--- src/rtl/tmr_pkg.sv ---
package tmr_pkg;
   typedef enum logic [1:0] {
      MODE_13BIT  = 2'b00,
      MODE_16BIT  = 2'b01,
      MODE_RELOAD = 2'b10,
      MODE_HALT   = 2'b11
   } tmr_mode_e;

   typedef struct packed {
      tmr_mode_e mode;
      logic      run;
      logic      loc_en;
      logic      glb_en;
   } tmr_cfg_t;
endpackage

--- src/rtl/tmr_cfg_reg.sv ---
module tmr_cfg_reg
   import tmr_pkg::*;
(
   input  logic     clk,
   input  logic     rst_n,
   input  logic     we,
   input  tmr_cfg_t wdata,
   output tmr_cfg_t cfg_q
);
   always_ff @(posedge clk) begin
      if (!rst_n)
         cfg_q <= '{mode: MODE_13BIT, run: 1'b0, loc_en: 1'b0, glb_en: 1'b0};
      else if (we)
         cfg_q <= wdata;
   end
endmodule

--- src/rtl/tmr_count_next.sv ---
module tmr_count_next
   import tmr_pkg::*;
#(
   parameter int BYTE_W = 8,
   parameter int PRE_W  = 5
) (
   input  tmr_mode_e         mode,
   input  logic              step,
   input  logic [BYTE_W-1:0] lo,
   input  logic [BYTE_W-1:0] hi,
   output logic [BYTE_W-1:0] lo_nx,
   output logic [BYTE_W-1:0] hi_nx,
   output logic              ovf
);
   localparam logic [BYTE_W-1:0] BYTE_MAX = {BYTE_W{1'b1}};
   localparam logic [PRE_W-1:0]  PRE_MAX  = {PRE_W{1'b1}};

   logic [PRE_W-1:0]  pre_inc;
   logic [BYTE_W-1:0] lo_m0;
   logic              pre_wrap;

   assign pre_inc  = lo[PRE_W-1:0] + 1'b1;
   assign pre_wrap = (lo[PRE_W-1:0] == PRE_MAX);

   generate
      if (PRE_W < 1 || PRE_W >= BYTE_W) begin : g_bad_pre
         $error("PRE_W must lie between 1 and BYTE_W-1");
      end
      for (genvar b = 0; b < BYTE_W; b++) begin : g_m0_bit
         if (b < PRE_W) begin : g_pre
            assign lo_m0[b] = pre_inc[b];
         end else begin : g_keep
            assign lo_m0[b] = lo[b];
         end
      end
   endgenerate

   always_comb begin
      lo_nx = lo;
      hi_nx = hi;
      ovf   = 1'b0;
      if (step) begin
         unique case (mode)
            MODE_13BIT: begin
               lo_nx = lo_m0;
               if (pre_wrap) begin
                  hi_nx = hi + 1'b1;
                  ovf   = (hi == BYTE_MAX);
               end
            end
            MODE_16BIT: begin
               lo_nx = lo + 1'b1;
               if (lo == BYTE_MAX) begin
                  hi_nx = hi + 1'b1;
                  ovf   = (hi == BYTE_MAX);
               end
            end
            MODE_RELOAD: begin
               if (lo == BYTE_MAX) begin
                  lo_nx = hi;
                  ovf   = 1'b1;
               end else begin
                  lo_nx = lo + 1'b1;
               end
            end
            default: ;
         endcase
      end
   end
endmodule

--- src/rtl/tmr_flag_ctl.sv ---
module tmr_flag_ctl (
   input  logic clk,
   input  logic rst_n,
   input  logic ovf,
   input  logic we,
   input  logic wdata,
   input  logic ack,
   output logic flag_q
);
   always_ff @(posedge clk) begin
      if (!rst_n)     flag_q <= 1'b0;
      else if (ovf)   flag_q <= 1'b1;
      else if (we)    flag_q <= wdata;
      else if (ack)   flag_q <= 1'b0;
   end
endmodule

--- src/rtl/ovf_timer.sv ---
module ovf_timer
   import tmr_pkg::*;
#(
   parameter int BYTE_W = 8,
   parameter int PRE_W  = 5
) (
   input  logic              clk,
   input  logic              rst_n,
   input  logic              cfg_we,
   input  logic [1:0]        cfg_mode,
   input  logic              cfg_run,
   input  logic              cfg_loc_en,
   input  logic              cfg_glb_en,
   input  logic              cnt_pulse_i,
   input  logic              lo_we,
   input  logic [BYTE_W-1:0] lo_wdata,
   input  logic              hi_we,
   input  logic [BYTE_W-1:0] hi_wdata,
   input  logic              flag_we,
   input  logic              flag_wdata,
   input  logic              irq_ack,
   output logic [BYTE_W-1:0] lo_q,
   output logic [BYTE_W-1:0] hi_q,
   output logic              ovf_flag,
   output logic              irq_req
);
   tmr_cfg_t          cfg_q;
   tmr_cfg_t          cfg_w;
   logic              step;
   logic              ovf_evt;
   logic [BYTE_W-1:0] lo_nx;
   logic [BYTE_W-1:0] hi_nx;

   assign cfg_w = '{mode: tmr_mode_e'(cfg_mode), run: cfg_run,
                    loc_en: cfg_loc_en, glb_en: cfg_glb_en};

   tmr_cfg_reg u_cfg (
      .clk   (clk),
      .rst_n (rst_n),
      .we    (cfg_we),
      .wdata (cfg_w),
      .cfg_q (cfg_q)
   );

   assign step = cfg_q.run & cnt_pulse_i & (cfg_q.mode != MODE_HALT);

   tmr_count_next #(.BYTE_W(BYTE_W), .PRE_W(PRE_W)) u_next (
      .mode  (cfg_q.mode),
      .step  (step),
      .lo    (lo_q),
      .hi    (hi_q),
      .lo_nx (lo_nx),
      .hi_nx (hi_nx),
      .ovf   (ovf_evt)
   );

   always_ff @(posedge clk) begin
      if (!rst_n) begin
         lo_q <= '0;
         hi_q <= '0;
      end else begin
         lo_q <= lo_we ? lo_wdata : lo_nx;
         hi_q <= hi_we ? hi_wdata : hi_nx;
      end
   end

   tmr_flag_ctl u_flag (
      .clk    (clk),
      .rst_n  (rst_n),
      .ovf    (ovf_evt),
      .we     (flag_we),
      .wdata  (flag_wdata),
      .ack    (irq_ack),
      .flag_q (ovf_flag)
   );

   assign irq_req = ovf_flag & cfg_q.loc_en & cfg_q.glb_en;
endmodule

--- config.mk ---
export PLATFORM = sky130hd
export DESIGN_NAME = ovf_timer
export DESIGN_NICKNAME = d
export VERILOG_FILES = /design/src/rtl/tmr_pkg.sv /design/src/rtl/tmr_cfg_reg.sv /design/src/rtl/tmr_count_next.sv /design/src/rtl/tmr_flag_ctl.sv /design/src/rtl/ovf_timer.sv
export SDC_FILE = /design/constraint.sdc
export NUM_CORES = 1
export LEC_CHECK = 0
export BUFFER_PORTS_ARGS = -buffer_cell sky130_fd_sc_hd__buf_2
export CAP_MARGIN = 10
export CELL_PAD_IN_SITES_DETAIL_PLACEMENT = 1
export CELL_PAD_IN_SITES_GLOBAL_PLACEMENT = 1
export CORE_MARGIN = 1.5
export CORE_UTILIZATION = 31
export CTS_BUF_LIST = sky130_fd_sc_hd__clkbuf_8
export DETAILED_ROUTE_END_ITERATION = 8
export PLACE_DENSITY = 0.64
export SETUP_SLACK_MARGIN = 0.4
export SYNTH_ARGS = -nofsm -noshare
export SYNTH_HDL_FRONTEND = slang
export SYNTH_SLANG_ARGS = --single-unit
--- constraint.sdc ---
create_clock -name clk -period 2.3 [get_ports clk]
set_input_delay 0.575 -clock clk [delete_from_list [all_inputs] [get_ports clk]]
set_output_delay 0.575 -clock clk [all_outputs]
set_load 0.03 [all_outputs]
Yosys cells after proc, flatten, opt, wreduce, memory -nomap -nowiden --
Cells that the tools add are included.
Storage, ports and cells: flip-flop bits (word level) 22, bits in latches 0, RAM bits 0, ROM bits 0, bits of input ports 30, output and inout bits 18, logic and storage cells 51, memories 0
Operators by class: add/sub/neg operators 3, $mul 0, divide/modulo/power cells 0, order comparisons 0, eq/ne operators 9, shift-type cells 0, muxes and demuxes 17, bitwise operators 4, reductions and logical operators 10
Operators by type and width (number):
- $mux W8 | 7
- $pmux W8 S3 | 1
- $add A8 B1 Y8 const B | 2
- $eq A8 B8 Y1 const B | 2
- $pmux W8 S2 | 1
- $reduce_bool A3 Y1 | 3
- $mux W1 | 7
- $ne A3 B2 Y1 const B | 2
- $add A5 B1 Y5 const B | 1
- $eq A5 B5 Y1 const B | 1
- $and A1 B1 Y1 | 4
- $ne A2 B2 Y1 const B | 2
- $reduce_and A4 Y1 | 1
- $reduce_bool A2 Y1 | 2
- $reduce_bool A4 Y1 | 1
- $pmux W1 S3 | 1
- $reduce_and A3 Y1 | 1
- $eq A2 B1 Y1 const B | 1
- $eq A2 B2 Y1 const B | 1
- $logic_not A2 Y1 | 1
- $reduce_and A2 Y1 | 1

Longest topological paths before layout --
Gate-level depths: netlist of the first run.
word-level depth 5, gate-level depth with buffers 8, mapped depth without buffers 7

By module --
From an unflattened synthesis of the first run, not the netlist that was laid out.
Unflattened totals: cell total of the unflattened synthesis 172, area total of the unflattened synthesis 1530.2 um^2
Modules (own cells, without submodules):
- tmr_count_next | times used 1, cells each 98, area each 673.1 um^2, seq. area each 0.0 um^2
- ovf_timer | times used 1, cells each 54, area each 623.1 um^2, seq. area each 320.3 um^2
- tmr_cfg_reg | times used 1, cells each 16, area each 192.7 um^2, seq. area each 100.1 um^2
- tmr_flag_ctl | times used 1, cells each 4, area each 41.3 um^2, seq. area each 20.0 um^2

Least setup slack after synthesis of the first run --
Ideal clock, no wire load.
path type register to register, start point register lo_q[0], end point register hi_q[4], setup time 0.122 ns, arrival 2.093 ns, data required time 2.178 ns, setup slack 0.085 ns, cell stages (with the launch flop) 9, path buffers 1, clock period less this slack 2.215 ns, cells stage by stage dfxtp_1 > ha_1 > and3_1 > ha_1 > mux2_1 > nand2_1 > clkbuf_1 > nor4_1 > o311a_1
Between the ends: cells in the longest elaborated chain, start to end 3, elaborated cells on any way between the ends 5, classes of those cells eq/ne (4); reduce/logical (1)
Ends and longest elaborated chain:
- start: declaration | RTL line ovf_timer.sv:22 | output logic [BYTE_W-1:0] lo_q,
- start signal: assignment | RTL line ovf_timer.sv:62 | lo_q <= lo_we ? lo_wdata : lo_nx;
- $eq A8 B8 Y1 / $eq A5 B5 Y1 (equally long branches) | RTL line tmr_count_next.sv:53, tmr_count_next.sv:23
- $ne A3 B2 Y1 (no source line)
- $reduce_and A4 Y1 (no source line) (*)
- end signal: assignment | RTL line ovf_timer.sv:63 | hi_q <= hi_we ? hi_wdata : hi_nx;
- end: declaration | RTL line ovf_timer.sv:23 | output logic [BYTE_W-1:0] hi_q,
Mark *: on every way between the ends. The rest lies on a longest branch, timed or not. A chain may end at the register's enable or synchronous reset.

Worst setup path in the final report of the first run --
start point register lo_q[1], end point register hi_q[4]
The elaborated chain is that of the path after synthesis.

==> metrics, run 1 <==
worst slew pin tran=477 ps; Max-cap violations=0; starting utilization of the core area=32.7%; highest clock rate=0.544 GHz; post-cts hold buffer count=0; I/O Buffers=47; leakage=0.000863 uW; Die X-Extent=76.9 um; area grow syn2layout=29.9%; setup repair after global routing missed its margin=yes; Final Hold Viols=0; number of inserted filler cells in the final layout=645; ratio of cells with drive above 1 in the final layout=35.4%; GRT overflow=0; area taken by multi-input logic gates=0.00125 mm^2; unique cell type count in the Yosys netlist=53; most frequent standard cell in the layout excluding fill and tap cells=sky130_fd_sc_hd__buf_2; endpoint required time on the critical path=2460 ps; mean routed wirelength per cell=17.9 um; critical hold path startpoint=u_cfg.cfg_q[0]; diodes inserted=0; post-layout utilization of the core=42.5%; sequential fraction of the synthesis area=26.0%; vias post-DR=1870; total length of routed wires=5850 um; main flop type after synthesis=sky130_fd_sc_hd__dfxtp_1; cell count after placement=317; Hold Path Depth=2; flip-flop and latch area=455 um^2; final max-slew violation count=0; WS Path Type=reg -> reg; Critical Path Source Type=flop; final setup TNS=0 ps; CTS clk-pin slew, worst paths=90 ps; total number of yosys warnings=0; Max VDD drop=267 uV; sink count of the clock tree=22; number of setup violations in the final report=0; Bufs on Longest Clock Path=2; Crit Reg-Reg Startpoint=lo_q[1]; Syn Nets=250; maximum number of pins on one net before global-route repair=21; Core Area=0.00517 mm^2; share of the cycle needed by the critical path after routing=79.9%; count of placed standard cells in the final layout, fillers left out=327; average cell area after synthesis=7.98 um^2; number of antenna violations at the first check in global routing=0; CP arrival=2000 ps; site row count=26; wire length of the first global-routing pass=9270 um; number of enable-type register cells in the synthesized netlist=0; antenna-violating nets left=0; I/O pin count=48; Reg-to-Reg End=hi_q[4]; Cell Area, Synth=0.00169 mm^2; post-route minimum period=1840 ps; post-detail-place hpwl=4280 um; TritonCTS clock tree=done; vias per inst=5.72; Hold Path End=u_cfg.cfg_q[0]; latest clock arrival within the worst-skew pair=270 ps; height of the die=76.9 um; clock buffers created by TritonCTS=3; htree depth=1; placer's final routability congestion estimate=0.887; number of nets in the layout=296; flop-to-flop setup slack=460 ps; gr usage total=19.5%; Hold Crit Class=reg -> reg; count of routing violations after the opening detailed-route iteration=51; vias in the first global route=1801; number of iterations in the first detailed-routing pass=4; clock skew=4.53 ps; share of flip-flops with an asynchronous set or reset after synthesis=0%; worst slew margin relative to its limit=67.4%; number of remaining DRC errors=0; cell at the root of the clock tree=sky130_fd_sc_hd__clkbuf_8; commonest cells after routing, fill and taps aside=47 x sky130_fd_sc_hd__buf_2, 15 x sky130_fd_sc_hd__o21ai_0, 14 x sky130_fd_sc_hd__dfxtp_1; depth of the worst register-to-register path=7; synthesized instance count=212; outcome=finished, final reports clean; power density relative to cell area=494 mW/mm^2; endpoint type of the worst setup path=flop; number of storage elements in the synthesis netlist=22; floorplan die area=0.00591 mm^2; maximum net fanout on the critical path=11
-- flip-flops by register name, summed over array words and instances (netlist names) --
| register | cells |
|---|---|
| lo_q | 8 |
| hi_q | 8 |
| u_flag.flag_q | 1 |
| u_cfg.cfg_q | 5 |
-- logic make-up after synthesis --
logic type | share of synthesized area, %
simple gates | 28.8
buf+inv | 6.73
mux | 3.62
fa+ha+maj | 5.92
compound gates | 28.8
flops | 26.0
-- Yosys cell counts, drive strengths merged, types with 2 or more instances --
cell     count  area [um^2]
o311ai       3         26.3
ha           8          100
buf          6         50.0
o311a        2         20.0
nor3         7         35.0
inv          8         30.0
a21o         3         22.5
nand2       11         41.3
o31ai        5         37.5
a311oi       3         26.3
mux2i        5         50.1
or4          3         22.5
o31a         2         17.5
nand4        3         25.0
o21a         2         15.0
and4         4         35.0
and3         4         25.0
nor4         4         25.0
a211oi       5         37.5
nand2b      10         62.6
a21oi        4         20.0
nor2b        4         25.0
o2111ai      2         17.5
a2111oi      2         23.8
clkbuf       9         33.8
a31oi        9         56.3
or3          4         25.0
dfxtp       22          440
and2         2         12.5
nand3       11         55.1
o21ai       16         80.1
nor2        13         48.8
-- worst max-delay path, cell delays in order, from the launching register on --
cell                      delay (ps)
sky130_fd_sc_hd__dfxtp_4         420
sky130_fd_sc_hd__ha_4            150
sky130_fd_sc_hd__and3_1          160
sky130_fd_sc_hd__ha_2            180
sky130_fd_sc_hd__mux2_4          160
sky130_fd_sc_hd__nand2_4          80
sky130_fd_sc_hd__o31a_1          260
sky130_fd_sc_hd__o311a_1         320
-- worst max path at each step --
stage,from,end,slack (ps),cells after the start
floorplan,lo_q[0],hi_q[4],440,8
global placement,u_cfg.cfg_q[3],lo_q[0],280,6
detailed placement,u_cfg.cfg_q[3],lo_q[0],230,6
CTS,u_cfg.cfg_q[3],lo_q[0],360,6
global route,lo_q[1],hi_q[7],400,7
finish,lo_q[1],hi_q[4],460,7
-- routing by layer --
metal | global-route usage, % | up-vias | wire length [um]
met3 | 3.10 | 4 | 215
met1 | 25.2 | 916 | 2760
met2 | 33.5 | 46 | 2840
li1 | - | 904 | -
met5 | 0 | - | 0
met4 | 4.81 | 0 | 38
-- per-stage QoR --
step / area (um^2) / total power (uW) / setup WS (ps) / hold slack (ps)
2_1_floorplan: 1730 / 606 / 437 / 452
3_3_place_gp: 1980 / 691 / 285 / 467
3_5_place_dp: 1980 / 694 / 230 / 479
4_1_cts: 2110 / 1080 / 360 / 501
5_1_grt: 2200 / 1140 / 398 / 551
6_report: 2200 / 1090 / 463 / 496
-- where the power goes --
group | switching, uW | internal, uW | total (uW)
sequential | 44.4 | 407 | 451
combinational | 155 | 107 | 262
clock | 139 | 233 | 372
total | 339 | 747 | 1090
-- final cells by class --
| class | instances | area share [%] |
|---|---|---|
| multi-input cells | 167 | 56.9 |
| flip-flops and latches | 22 | 20.7 |
| repair buffers | 56 | 13.8 |
| well taps | 70 | 3.99 |
| clock buffers | 3 | 1.88 |
| clock inverters | 1 | 1.37 |
| inverters | 8 | 1.37 |
-- timing repair --
action / CTS / global route
pin swaps: 0 / 3
gates resized for setup: 12 / 16
hold endpoints to repair: 0 / 0
gates cloned: 0 / 0
setup buffers: 1 / 5
setup endpoints to repair: 12 / 15
Note: power is estimated with default switching activity, not from simulation.
==> inputs of run 2 (changes only) <==
==> constraint.sdc (replaced) <==
create_clock -name clk -period 1.8 [get_ports clk]
set_input_delay 0.45 -clock clk [delete_from_list [all_inputs] [get_ports clk]]
set_output_delay 0.45 -clock clk [all_outputs]
set_load 0.03 [all_outputs]
==> run 2 against run 1 <==
Against the previous run:
- the run now ends with setup timing left
- clock power increased by 32%
- utilization is 16 points higher
- count of clock-buffer cells in the layout unchanged
- critical endpoint is now hi_q[7]
- largest power group unchanged
- highest routed layer unchanged
==> metrics, run 2 (synthesis gave the netlist of run 1 again) <==
Final Hold Viols=0 (unchanged); cell at the root of the clock tree=sky130_fd_sc_hd__clkbuf_8; final worst slack=-47.3 ps (-510 ps); Hold Crit Class=in -> reg; Core Area=0.00517 mm^2 (unchanged); power density relative to cell area=538 mW/mm^2 (+8.8%); worst slew pin tran=541 ps (+63.6 ps); placer's final routability congestion estimate=0.859 (-3.2%); part of the power in combinational logic=34.5% (+10 points); number of iterations in the first detailed-routing pass=4 (unchanged); cell type of the slowest stage on the worst timing path=sky130_fd_sc_hd__or4_1; vias in the first global route=2069 (+15%); Bufs on Longest Clock Path=2 (unchanged); latest clock arrival within the worst-skew pair=270 ps (about the same); maximum net fanout on the critical path=5 (-6); switching power=534 uW (+58%); CP Depth=6 (-1); height of the die=76.9 um (unchanged); final max-slew violation count=0 (unchanged); diodes inserted=0 (unchanged); leakage=0.00117 uW (+36%); registers with the most flip-flops=hi_q (8), lo_q (8), u_cfg.cfg_q (5); ratio of cells with drive above 1 in the final layout=59.1% (+24 points); cell family contributing the most delay on the critical path=simple AND/OR/NAND/NOR gates; worst slew margin relative to its limit=63.6% (-3.8 points); antenna-violating nets left=0 (unchanged); number of nets in the layout=340 (+15%); mean routed wirelength per cell=20.5 um (+15%); switching share of power=33.1% (+1.9 points); setup repair after global routing missed its margin=yes; Die X-Extent=76.9 um (unchanged); Clk pwr share=30.5% (-3.8 points); gr usage total=23.0% (+3.5 points); post-route minimum period=1850 ps (+10.3 ps); clock buffers created by TritonCTS=3 (unchanged); clock skew=2.97 ps (-1.56 ps); final setup TNS=-52.5 ps (-52.5 ps); WS Path Type=reg -> reg; CTS clk-pin slew, worst paths=90 ps (about the same); count of routing violations after the opening detailed-route iteration=127 (+150%); site row count=26 (unchanged); commonest cells after routing, fill and taps aside=37 x sky130_fd_sc_hd__buf_2, 37 x sky130_fd_sc_hd__buf_4, 19 x sky130_fd_sc_hd__buf_6; I/O pin count=48 (unchanged); Max VDD drop=271 uV (+1.2%); sink count of the clock tree=22 (unchanged); Pint=1080 uW (+44%); number of setup violations in the final report=3 (+3); final total power=1610 uW (+49%); count of placed standard cells in the final layout, fillers left out=371 (+13%); vias post-DR=2127 (+14%); area grow syn2layout=77.3%; cell count after placement=343 (+8.2%); number of antenna violations at the first check in global routing=0 (unchanged); outcome=complete, but fails checks; starting utilization of the core area=32.7% (unchanged); flop-to-flop setup slack=-50 ps (-510 ps); TritonCTS clock tree=done; endpoint type of the worst setup path=flop; highest clock rate=0.541 GHz (-0.56%); post-detail-place hpwl=4750 um (+11%); Max-cap violations=0 (unchanged); total length of routed wires=7620 um (+30%); maximum number of pins on one net before global-route repair=21 (unchanged); endpoint required time on the critical path=2000 ps (-460 ps); Hold Path Depth=3 (+1); share of total power in sequential cells=35.0% (-6.6 points); htree depth=1 (unchanged); depth of the worst register-to-register path=6 (-1); floorplan die area=0.00591 mm^2 (unchanged); wire length of the first global-routing pass=10800 um (+17%); CP cell instances=buf_12 > ha_4 > and3_4 > a31oi_4 > or4_1 > a31oi_1; CP arrival=2050 ps (+50 ps); Critical Path Source Type=flop; failing checks=setup timing; share of the cycle needed by the critical path after routing=103% (+23 points); vias per inst=5.73 (+0.25%); GRT overflow=0 (unchanged); Bufs and invs on worst path=1 (+1); I/O Buffers=47 (unchanged); biggest cell delay along the critical path=520 ps (+100 ps); number of remaining DRC errors=0 (unchanged)
[run 2: cell types whose count changed in the layout (fill, tap and decap cells not counted), sizes merged]
cell    previous run  this run
a21boi             1         2
clkbuf             3         6
buf               56        96
[run 2: timing repair]
action                     in CTS  in global routing
hold buffers                    0                  0
setup endpoints to repair      23                 27
setup buffers                  15                  8
resized for setup              43                 47
pin swaps                      16                 10
cloned                          0                  1
[run 2: path summary, 6_finish.rpt]
| path | from | end |
|---|---|---|
| worst min-delay path | cfg_glb_en | u_cfg.cfg_q[0] |
| worst max register to register | lo_q[1] | hi_q[7] |
| worst max-delay path | lo_q[1] | hi_q[7] |
| worst min register to register | u_cfg.cfg_q[0] | u_cfg.cfg_q[0] |
[run 2: area by class of cell]
class / count / area (um^2)
fillers: 590 / 2170
repair buffers: 99 / 754
flip-flops and latches: 22 / 485
well taps: 70 / 87.6
clock inverters: 1 / 30.0
inverters: 8 / 35.0
clock buffers: 3 / 41.3
multi-input cells: 168 / 1570
[run 2: worst register-to-register path: stages, from the launching register on]
cell and delay [ps]:
sky130_fd_sc_hd__dfxtp_4 390, sky130_fd_sc_hd__buf_12 110, sky130_fd_sc_hd__ha_4 170, sky130_fd_sc_hd__and3_4 290, sky130_fd_sc_hd__a31oi_4 120, sky130_fd_sc_hd__or4_1 520
sky130_fd_sc_hd__a31oi_1 180
[run 2: metrics by stage]
| stage | hold WS (ps) | util [%] | setup WS, ps | instance area [um^2] |
|---|---|---|---|---|
| 2_1_floorplan | 452 | - | -6.88 | 1940 |
| 3_3_place_gp | 468 | 45.6 | 21.5 | 2360 |
| 3_5_place_dp | 491 | 45.6 | -27.8 | 2360 |
| 4_1_cts | 417 | 52.7 | 24.5 | 2730 |
| 5_1_grt | 421 | 58.0 | -72.2 | 3000 |
| 6_report | 414 | 58.0 | -47.3 | 3000 |
[run 2: per-layer routing]
layer / GRT usage [%] / part of all wire [%] / vias up
li1: - / - / 1001
met1: 30.7 / 44 / 1055
met2: 39.0 / 51 / 54
met3: 2.50 / 2.9 / 17
met4: 5.93 / 2.4 / 0
met5: 0 / 0 / -
[run 2: power by group through the flow]
stage	sequential, uW	clock [uW]	combinational, uW
detailed placement	573	0	402
global route	568	518	591
finish	564	492	557
floorplan	618	0	204
global placement	571	0	397
CTS	562	502	489
==> inputs of run 3 (changes only) <==
--- a/config.mk
+++ b/config.mk
@@ -13,6 +13,7 @@
 export CORE_UTILIZATION = 31
 export CTS_BUF_LIST = sky130_fd_sc_hd__clkbuf_8
 export DETAILED_ROUTE_END_ITERATION = 8
+export MAX_ROUTING_LAYER = met4
 export PLACE_DENSITY = 0.64
 export SETUP_SLACK_MARGIN = 0.4
 export SYNTH_ARGS = -nofsm -noshare
==> run 3 against run 2 <==
Against the previous run:
- the run still ends with setup timing left
- register-to-register slack barely moved
- clock power barely moved
- clock skew fell by 1.5 ps
- critical path depth rose by 2
- setup slack improved by 0.69 ps
- critical path type unchanged
==> metrics, run 3 (synthesis gave the netlist of run 1 again) <==
outcome=complete, but fails checks; failing checks=setup timing; Bufs and invs on worst path=1 (unchanged); htree depth=1 (unchanged); vias per inst=5.71 (-0.46%); endpoint required time on the critical path=1990 ps (about the same); Critical Path Source Type=flop; antenna-violating nets left=0 (unchanged); I/O Buffers=47 (unchanged); post-route minimum period=1850 ps (-0.689 ps); gr usage total=23.6% (+0.65 points); biggest cell delay along the critical path=410 ps (-110 ps); Max VDD drop=350 uV (+29%); Crit Reg-Reg Startpoint=lo_q[1]; count of routing violations after the opening detailed-route iteration=136 (+7.1%); share of the cycle needed by the critical path after routing=103% (about the same); registers with the most flip-flops=hi_q (8), lo_q (8), u_cfg.cfg_q (5); M3 GR Usage=2.50% (unchanged); Hold Worst Slack=413 ps (-0.321 ps); clock skew=1.45 ps (-1.53 ps); setup repair after global routing missed its margin=yes; CTS clk-pin slew, worst paths=90 ps (about the same); depth of the worst register-to-register path=8 (+2); cell family contributing the most delay on the critical path=simple AND/OR/NAND/NOR gates; WS Path Type=reg -> reg; total length of routed wires=7780 um (+2.1%); Reg-to-Reg End=hi_q[7]; starting utilization of the core area=32.7% (unchanged); worst slew pin tran=491 ps (-49.8 ps); number of setup violations in the final report=3 (unchanged); GRT overflow=0 (unchanged); maximum net fanout on the critical path=2 (-3); maximum number of pins on one net before global-route repair=21 (unchanged); met1 global-route usage=30.7% (unchanged); mean routed wirelength per cell=20.9 um (+1.9%); ratio of cells with drive above 1 in the final layout=59.3% (+0.14 points); TritonCTS clock tree=done; height of the die=76.9 um (unchanged); final worst slack=-46.6 ps (+0.689 ps); worst slew margin relative to its limit=67.3% (+3.7 points); wire length of the first global-routing pass=10800 um (unchanged); site row count=26 (unchanged); sink count of the clock tree=22 (unchanged); I/O pin count=48 (unchanged); flop-to-flop setup slack=-50 ps (about the same); highest clock rate=0.542 GHz (about the same); Die X-Extent=76.9 um (unchanged); Hold Path End=u_cfg.cfg_q[0]; final setup TNS=-73.2 ps (-20.7 ps); most frequent standard cell in the layout excluding fill and tap cells=sky130_fd_sc_hd__buf_4; cell type of the slowest stage on the worst timing path=sky130_fd_sc_hd__or4_1; final max-slew violation count=0 (unchanged); number of remaining DRC errors=0 (unchanged); endpoint type of the worst setup path=flop; placer's final routability congestion estimate=0.872 (+1.6%); latest clock arrival within the worst-skew pair=270 ps (about the same); Hold Path Depth=3 (unchanged); leakage=0.00118 uW (+0.65%); Hold Crit Class=in -> reg; GRT busiest layer=met2; floorplan die area=0.00591 mm^2 (unchanged); clock buffers created by TritonCTS=3 (unchanged); number of inserted filler cells in the final layout=593 (+0.51%); vias post-DR=2123 (-0.19%); Final Hold Viols=0 (unchanged); Core Area=0.00517 mm^2 (unchanged); met2 global-route usage=39.0% (unchanged); area grow syn2layout=78.3%; number of iterations in the first detailed-routing pass=4 (unchanged); vias in the first global route=2064 (-0.24%); number of antenna violations at the first check in global routing=0 (unchanged); CP cell instances=ha_4 > and3_4 > ha_4 > buf_4 > nand2b_4 > nand3_2 > or4_1 > a31oi_1; CP arrival=2040 ps (about the same); diodes inserted=0 (unchanged); cell at the root of the clock tree=sky130_fd_sc_hd__clkbuf_8; critical hold path startpoint=cfg_glb_en; post-cts hold buffer count=0 (unchanged); Post-Place Setup Slack=-27.8 ps (unchanged); number of nets in the layout=341 (+0.29%); power density relative to cell area=537 mW/mm^2 (-0.10%); post-detail-place hpwl=4750 um (unchanged); library cell appearing most often on the critical path=sky130_fd_sc_hd__ha_4; commonest cells after routing, fill and taps aside=38 x sky130_fd_sc_hd__buf_4, 37 x sky130_fd_sc_hd__buf_2, 18 x sky130_fd_sc_hd__buf_6; Bufs on Longest Clock Path=2 (unchanged); Max-cap violations=0 (unchanged)
==> run 3: changes by cell type in the layout (fill, tap and decap cells not counted) <==
| cell | change |
|---|---|
| sky130_fd_sc_hd__buf_12 | +1 |
| sky130_fd_sc_hd__buf_4 | +1 |
| sky130_fd_sc_hd__buf_6 | -1 |
==> run 3: final cells by class <==
class / count / area (um^2) / area share, %
tap: 70 / 87.6 / 2.90
sequential: 22 / 485 / 16.1
multi-input combinational: 168 / 1570 / 51.9
clock buffer: 3 / 41.3 / 1.37
inverter: 8 / 35.0 / 1.16
timing repair buffer: 100 / 771 / 25.6
clock inverter: 1 / 30.0 / 0.996
==> run 3: routing by layer <==
layer / share of wire, % / up-vias
met5: 0 / -
met4: 2.4 / 0
met3: 4.0 / 18
met2: 51 / 60
met1: 42 / 1041
li1: - / 1004
==> run 3: worst max path at each step <==
stage / startpoint / end / cells past startpoint
2_1_floorplan: lo_q[0] / hi_q[0] / 8
3_3_place_gp: lo_q[1] / hi_q[4] / 7
3_5_place_dp: u_cfg.cfg_q[3] / lo_q[0] / 6
4_1_cts: lo_q[1] / hi_q[4] / 7
5_1_grt: lo_q[1] / hi_q[7] / 8
6_report: lo_q[1] / hi_q[7] / 8
==> run 3: power breakdown <==
group	switching [uW]	leakage [uW]	internal [uW]	total, uW
combinational	298	0.000952	268	565
sequential	46.9	0.000190	517	564
clock	193	0.0000357	298	490
total	537	0.00118	1080	1620
==> run 3: stage by stage <==
step | util, % | area, um^2 | power, uW | cells
3_3_place_gp | 45.6 | 2360 | 968 | 343
3_5_place_dp | 45.6 | 2360 | 974 | 343
2_1_floorplan | - | 1940 | 822 | 212
4_1_cts | 52.7 | 2730 | 1550 | 362
5_1_grt | 58.3 | 3020 | 1690 | 372
6_report | 58.3 | 3020 | 1620 | 372
==> run 3: worst register-to-register path, delay by kind of cell (launching register included) <==
kind                       cells  cell delay [ps]
and+or+nand+nor                4              790
DFF                            1              390
adders and majority gates      2              280
AOI/OAI and AO/OA              1              200
buffers and inverters          1              120
==> run 3: repair_timing <==
item / in CTS / in global routing
buffers inserted: 15 / 9
resized for setup: 43 / 46
endpoints found under the setup margin: 23 / 27
pin swaps: 16 / 10
cloned: 0 / 1
